--- config.mk ---
export PLATFORM = sky130hd
export DESIGN_NAME = host_cmd_regs
export DESIGN_NICKNAME = d
export VERILOG_FILES = /design/src/rtl/host_cmd_regs_pkg.sv /design/src/rtl/evt_status.sv /design/src/rtl/cmd_slot.sv /design/src/rtl/host_cmd_regs.sv
export SDC_FILE = /design/constraint.sdc
export NUM_CORES = 1
export LEC_CHECK = 0
export BUFFER_PORTS_ARGS = -buffer_cell sky130_fd_sc_hd__buf_2
export CORE_MARGIN = 2
export CORE_UTILIZATION = 40
export DETAILED_ROUTE_END_ITERATION = 8
export GPL_ROUTABILITY_DRIVEN = 0
export PLACE_DENSITY = 0.87
export SYNTH_ARGS = -nofsm -noshare
export SYNTH_HDL_FRONTEND = slang
export SYNTH_SLANG_ARGS = --single-unit
--- constraint.sdc ---
create_clock -name clk_i -period 1.2 [get_ports clk_i]
set_clock_uncertainty 0.2 [all_clocks]
set_input_delay 0.06 -clock clk_i [delete_from_list [all_inputs] [get_ports clk_i]]
set_output_delay 0.06 -clock clk_i [all_outputs]
set_load 0.05 [all_outputs]
--- src/rtl/host_cmd_regs_pkg.sv ---
package host_cmd_regs_pkg;
  localparam int unsigned STAT_W   = 16;
  localparam int unsigned CU_W     = 4;
  localparam int unsigned RU_W     = 3;
  localparam int unsigned DATA_W   = 32;
  localparam int unsigned BYTES    = DATA_W / 8;
  localparam logic [STAT_W-1:0] ACK_MASK = 16'hFD00;
  localparam int unsigned SWI_BIT  = 10;
  // command word bit positions, seen on the bus at offset 0 (+16)
  localparam int unsigned CMD_OFS  = 16;
  localparam int unsigned CU_LSB   = 4;
  localparam int unsigned RU_LSB   = 0;
  localparam int unsigned MASK_BIT = 8;
  localparam int unsigned SWI_REQ  = 9;
endpackage

--- src/rtl/evt_status.sv ---
module evt_status
  import host_cmd_regs_pkg::*;
#(
  parameter int unsigned W = STAT_W,
  parameter logic [W-1:0] MASK = ACK_MASK
) (
  input  logic         clk_i,
  input  logic         rst_ni,
  input  logic [W-1:0] set_i,
  input  logic [W-1:0] clr_i,
  output logic [W-1:0] stat_o
);
  logic [W-1:0] stat_q;

  // set after clear: a colliding event survives
  always_ff @(posedge clk_i or negedge rst_ni) begin
    if (!rst_ni) stat_q <= '0;
    else         stat_q <= ((stat_q & ~clr_i) | set_i) & MASK;
  end

  assign stat_o = stat_q;


  evt_sets_chk: assert property (@(posedge clk_i) disable iff (!rst_ni)
    1'b1 |=> ((stat_q & $past(set_i & MASK)) == $past(set_i & MASK)));

  unused_zero_chk: assert property (@(posedge clk_i) disable iff (!rst_ni)
    (stat_q & ~MASK) == '0);

  ack_clears_chk: assert property (@(posedge clk_i) disable iff (!rst_ni)
    1'b1 |=> ((stat_q & $past(clr_i & ~set_i)) == '0));
endmodule

--- src/rtl/cmd_slot.sv ---
module cmd_slot #(
  parameter int unsigned W = 4
) (
  input  logic         clk_i,
  input  logic         rst_ni,
  input  logic         wr_i,
  input  logic [W-1:0] wr_code_i,
  input  logic         ack_i,
  output logic         req_o,
  output logic [W-1:0] code_o
);
  logic [W-1:0] code_q;

  always_ff @(posedge clk_i or negedge rst_ni) begin
    if (!rst_ni)            code_q <= '0;
    else if (wr_i)          code_q <= wr_code_i;
    else if (req_o && ack_i) code_q <= '0;
  end

  assign code_o = code_q;
  assign req_o  = |code_q;


  hold_chk: assert property (@(posedge clk_i) disable iff (!rst_ni)
    req_o && !ack_i && !wr_i |=> req_o && $stable(code_o));

  clear_chk: assert property (@(posedge clk_i) disable iff (!rst_ni)
    req_o && ack_i && !wr_i |=> !req_o);

  wr_wins_chk: assert property (@(posedge clk_i) disable iff (!rst_ni)
    wr_i |=> code_o == $past(wr_code_i));
endmodule

--- src/rtl/host_cmd_regs.sv ---
module host_cmd_regs
  import host_cmd_regs_pkg::*;
#(
  parameter int unsigned ADDR_W = 3
) (
  input  logic              clk_i,
  input  logic              rst_ni,
  input  logic              reg_we_i,
  input  logic [ADDR_W-1:0] reg_addr_i,
  input  logic [BYTES-1:0]  reg_be_i,
  input  logic [DATA_W-1:0] reg_wdata_i,
  output logic [DATA_W-1:0] reg_rdata_o,
  input  logic [STAT_W-1:0] evt_i,
  input  logic [1:0]        cu_state_i,
  input  logic [3:0]        ru_state_i,
  output logic              cu_req_o,
  output logic [CU_W-1:0]   cu_code_o,
  input  logic              cu_ack_i,
  output logic              ru_req_o,
  output logic [RU_W-1:0]   ru_code_o,
  input  logic              ru_ack_i,
  output logic [DATA_W-1:0] ptr_o,
  output logic              irq_o
);
  logic wr_ctl, wr_ptr, wr_cmd_lo, wr_cmd_hi;
  logic [STAT_W-1:0] stat, stat_set, stat_clr, stat_word, cmd_word;
  logic mask_q, irq_q;
  logic [DATA_W-1:0] ptr_q;

  assign wr_ctl    = reg_we_i && !reg_addr_i[2];
  assign wr_ptr    = reg_we_i &&  reg_addr_i[2];
  assign wr_cmd_lo = wr_ctl && reg_be_i[2];
  assign wr_cmd_hi = wr_ctl && reg_be_i[3];

  always_comb begin
    stat_clr = '0;
    if (wr_ctl && reg_be_i[1]) stat_clr[15:8] = reg_wdata_i[15:8];
    stat_set = evt_i;
    if (wr_cmd_hi && reg_wdata_i[CMD_OFS+SWI_REQ]) stat_set[SWI_BIT] = 1'b1;
  end

  evt_status #(.W(STAT_W), .MASK(ACK_MASK)) i_evt_status (
    .clk_i (clk_i), .rst_ni(rst_ni),
    .set_i (stat_set), .clr_i(stat_clr), .stat_o(stat)
  );

  cmd_slot #(.W(CU_W)) i_cu_slot (
    .clk_i    (clk_i), .rst_ni(rst_ni),
    .wr_i     (wr_cmd_lo),
    .wr_code_i(reg_wdata_i[CMD_OFS+CU_LSB +: CU_W]),
    .ack_i    (cu_ack_i),
    .req_o    (cu_req_o), .code_o(cu_code_o)
  );

  cmd_slot #(.W(RU_W)) i_ru_slot (
    .clk_i    (clk_i), .rst_ni(rst_ni),
    .wr_i     (wr_cmd_lo),
    .wr_code_i(reg_wdata_i[CMD_OFS+RU_LSB +: RU_W]),
    .ack_i    (ru_ack_i),
    .req_o    (ru_req_o), .code_o(ru_code_o)
  );

  always_ff @(posedge clk_i or negedge rst_ni) begin
    if (!rst_ni)        mask_q <= 1'b1;
    else if (wr_cmd_hi) mask_q <= reg_wdata_i[CMD_OFS+MASK_BIT];
  end

  for (genvar b = 0; b < BYTES; b++) begin : g_ptr_lane
    always_ff @(posedge clk_i or negedge rst_ni) begin
      if (!rst_ni)                       ptr_q[8*b +: 8] <= '0;
      else if (wr_ptr && reg_be_i[b])    ptr_q[8*b +: 8] <= reg_wdata_i[8*b +: 8];
    end
  end

  always_ff @(posedge clk_i or negedge rst_ni) begin
    if (!rst_ni) irq_q <= 1'b0;
    else         irq_q <= (|stat) && !mask_q;
  end

  always_comb begin
    stat_word = {stat[15:8], cu_state_i, ru_state_i, 2'b00};
    cmd_word  = '0;
    cmd_word[MASK_BIT] = mask_q;
    cmd_word[CU_LSB +: CU_W] = cu_code_o;
    cmd_word[RU_LSB +: RU_W] = ru_code_o;
    reg_rdata_o = reg_addr_i[2] ? ptr_q : {cmd_word, stat_word};
  end

  assign ptr_o = ptr_q;
  assign irq_o = irq_q;


  mask_blocks_irq_chk: assert property (@(posedge clk_i) disable iff (!rst_ni)
    mask_q |=> !irq_o);

  pending_irq_chk: assert property (@(posedge clk_i) disable iff (!rst_ni)
    !mask_q && (stat != '0) |=> irq_o);

  no_lane_chk: assert property (@(posedge clk_i) disable iff (!rst_ni)
    reg_we_i && reg_be_i == '0 |=> $stable(ptr_o) && $stable(mask_q));
endmodule

==> qor.txt <==
Nets -> 440
Clock Power Share -> 18.0%
CP endpoint kind -> primary output
Crit path kind -> register to primary output
Die X -> 79.5 um
I/O pin cnt -> 140
Initial DRC Count -> 68
Starting Density -> 41.4%
LEAKAGE -> 2.22 nW
Grt ovf -> 0
Total Routing Usage GR -> 24.9%
Gate Count Post-Synth -> 165
Max-slew violations -> 0
Largest net degree at the start of global routing -> 49
FF-to-FF path depth -> 4
Final setup fails -> 57
Die area -> 6330 sq um
TritonCTS clock tree -> yes
Arrival @ worst endpoint -> 1.41 ns
Hold depth -> 3
DRT Wirelength -> 8.48 mm
DR vias/cell -> 5.07
CTS sink cnt -> 48
Critical path fanouts, max -> 2
Vias in the first global route -> 2429
Yosys cell types -> 22
Pwr/cell area -> 1500 nW/um^2
Initial antenna violation count -> 0
HPWL Detailed -> 4.24 mm
Max-cap viol count -> 0
Flop pwr share -> 29.9%
Highest clock rate -> 0.600 GHz
Sw power -> 2.79 mW
Skew-Pair Late Insertion Delay -> 0.30 ns
CTS Buf Count -> 5
Synth cell count leaders -> mux2_2 (61), dfrtp_1 (47), and2_1 (11)
# DRC -> 0
Row count -> 27
Yosys top cell area share -> 51.5%
Final hold violation count -> 0
Ys flop type -> dfrtp_1
First-pass GRT wire length -> 12.1 mm
Final worst-path cycle share -> 139%
Switching share of power -> 39.5%
Syn_area_per_cell -> 13.8 sq um
H-tree levels -> 2
Worst setup SP type -> register
DRT Pass-1 Iters -> 4
Clock Path Buffers -> 2
Setup TNS -> -8.29 ns
Cell Area, Synth -> 2280 sq um
Hold wc startpoint -> reg_be_i[0]
Post-synth top area cell -> dfrtp_1
Fin crit period -> 1.67 ns
Async S/R FF share, synth -> 100%
Synth area leaders -> dfrtp_1 (52%), mux2_2 (30%), nand3_4 (3.1%)
Pint -> 4.29 mW
Area Overhead vs Synth -> 107%
Total Power -> 7.08 mW
Status -> complete, but fails checks
Post-synthesis sequential area ratio -> 52.7%
FF-to-FF End -> i_cu_slot.code_o[1]$_DFFE_PN0P_
FF-to-FF Start -> i_cu_slot.code_o[1]$_DFFE_PN0P_
RSZ-0062 raised after global routing -> true
Antenna cell count -> 0
Synthesis-stage register bit count -> 48
EDFF count, synth -> 0
CTS clock-pin slew for the worst setup and hold paths -> 0.09 ns
Count leader, synth -> mux2_2
Final setup margin -> -0.465 ns
Worst Path Required -> 0.94 ns
Worst Hold End -> ptr_o[5]$_DFFE_PN0P_
Peak VDD IR -> 1.04 mV
Worst slew pin tran -> 0.278 ns
ANT nets after route -> 0
Chip height -> 79.5 um
Clk root buf -> clkbuf_8
Layout cell share with drive strength beyond 1 -> 79.5%
# port buffers -> 128
Vias -> 2266
Failing checks -> negative setup slack
Combinational Power Share -> 52.1%
Syn nets -> 231
Slew HR -> 81.6%
Synth Warn # -> 0
R2R setup slack -> -0.13 ns
Mean routed wirelength per cell -> 19.0 um
Core area -> 5510 sq um
Hold/Removal Path Class -> primary input to register
-- routing by layer --
layer / part of all wire, % / global-route usage, % / wire, um / up-vias
li1: - / - / - / 1001
met1: 37 / 27.7 / 3110 / 1132
met2: 55 / 47.2 / 4660 / 113
met3: 6.1 / 5.43 / 517 / 20
met4: 2.3 / 6.90 / 196 / 0
met5: 0 / 0 / 0 / -
-- repair_timing --
action                     4_1_cts  5_1_grt
gates resized for setup        188       70
setup buffers                   22       13
hold endpoints to repair        95        0
pin swaps                       11        4
setup endpoints to repair       59       75
hold buffers                    43        0
-- kinds of logic (layout without fill, tap and decap cells) --
group / Yosys count / count (layout) / synth area share, %
DFF: 48 / 48 / 52.7
and+or+nand+nor: 36 / 36 / 11.7
buffers and inverters: 12 / 222 / 3.18
muxes: 61 / 61 / 30.1
AOI/OAI and AO/OA: 8 / 8 / 2.30
-- cell type report --
type	instances	area [sq um]
fillers	258	776
repair buffers	208	2060
clock inverters	1	30.0
inverters	6	22.5
flip-flops and latches	48	1250
clock buffers	7	96.3
multi-input cells	105	1180
well taps	72	90.1
-- how the worst max path moves through the flow --
stage / startpoint / to / slack [ns] / cells after the start
2_1_floorplan: i_cu_slot.code_o[0]$_DFFE_PN0P_ / cu_req_o / -0.24 / 1
3_3_place_gp: i_cu_slot.code_o[0]$_DFFE_PN0P_ / cu_req_o / -0.18 / 2
3_5_place_dp: i_cu_slot.code_o[0]$_DFFE_PN0P_ / cu_req_o / -0.18 / 2
4_1_cts: i_cu_slot.code_o[0]$_DFFE_PN0P_ / cu_req_o / -0.48 / 2
5_1_grt: i_cu_slot.code_o[0]$_DFFE_PN0P_ / cu_req_o / -0.50 / 2
6_report: i_cu_slot.code_o[0]$_DFFE_PN0P_ / cu_req_o / -0.47 / 2
-- sequential cells by signal, indices dropped and copies added (netlist names) --
signal,flops
i_cu_slot.code_o,4
i_evt_status.stat_o,7
i_ru_slot.code_o,3
irq_o,1
mask_q,1
ptr_o,32
-- metrics by stage --
| stage | std cells | hold WS [ns] | worst slack [ns] | utilization (%) | area, sq um |
|---|---|---|---|---|---|
| after floorplan | 165 | -0.436 | -0.236 | - | 2380 |
| after global placement | 371 | -0.137 | -0.183 | 57.9 | 3190 |
| after detailed placement | 371 | -0.134 | -0.184 | 57.9 | 3190 |
| after CTS | 444 | -0.00157 | -0.480 | 82.1 | 4520 |
| after global routing | 447 | 0.00880 | -0.498 | 85.9 | 4730 |
| final | 447 | 0.000692 | -0.465 | 85.9 | 4730 |
-- worst max-delay path, stage by stage, from the launching register on --
cell	delay, ns
dfrtp_2	0.41
or4_4	0.54
buf_6	0.17
-- power by group through the flow --
stage | Combinational [mW] | Clock, mW | Sequential (mW)
finish | 3.69 | 1.28 | 2.12
global route | 3.80 | 1.35 | 2.14
CTS | 3.39 | 1.31 | 2.06
detailed placement | 2.47 | 0 | 2.09
global placement | 2.44 | 0 | 2.07
floorplan | 1.06 | 0 | 2.88
-- cells in the final DEF, fill, tap and decap left out, drive strengths merged --
cell type,n
nand3,4
buf,164
mux2,61
nor4,1
or4,1
clkbuf,8
a21oi,1
nand4b,1
nor2,6
or3,1
bufinv,1
dlygate4sd3,43
nor3,1
and2,11
and3b,2
a221o,1
dfstp,1
nand3b,1
a31oi,6
dfrtp,47
inv,6
nor2b,7
Note: power is estimated with default switching activity, not from simulation.
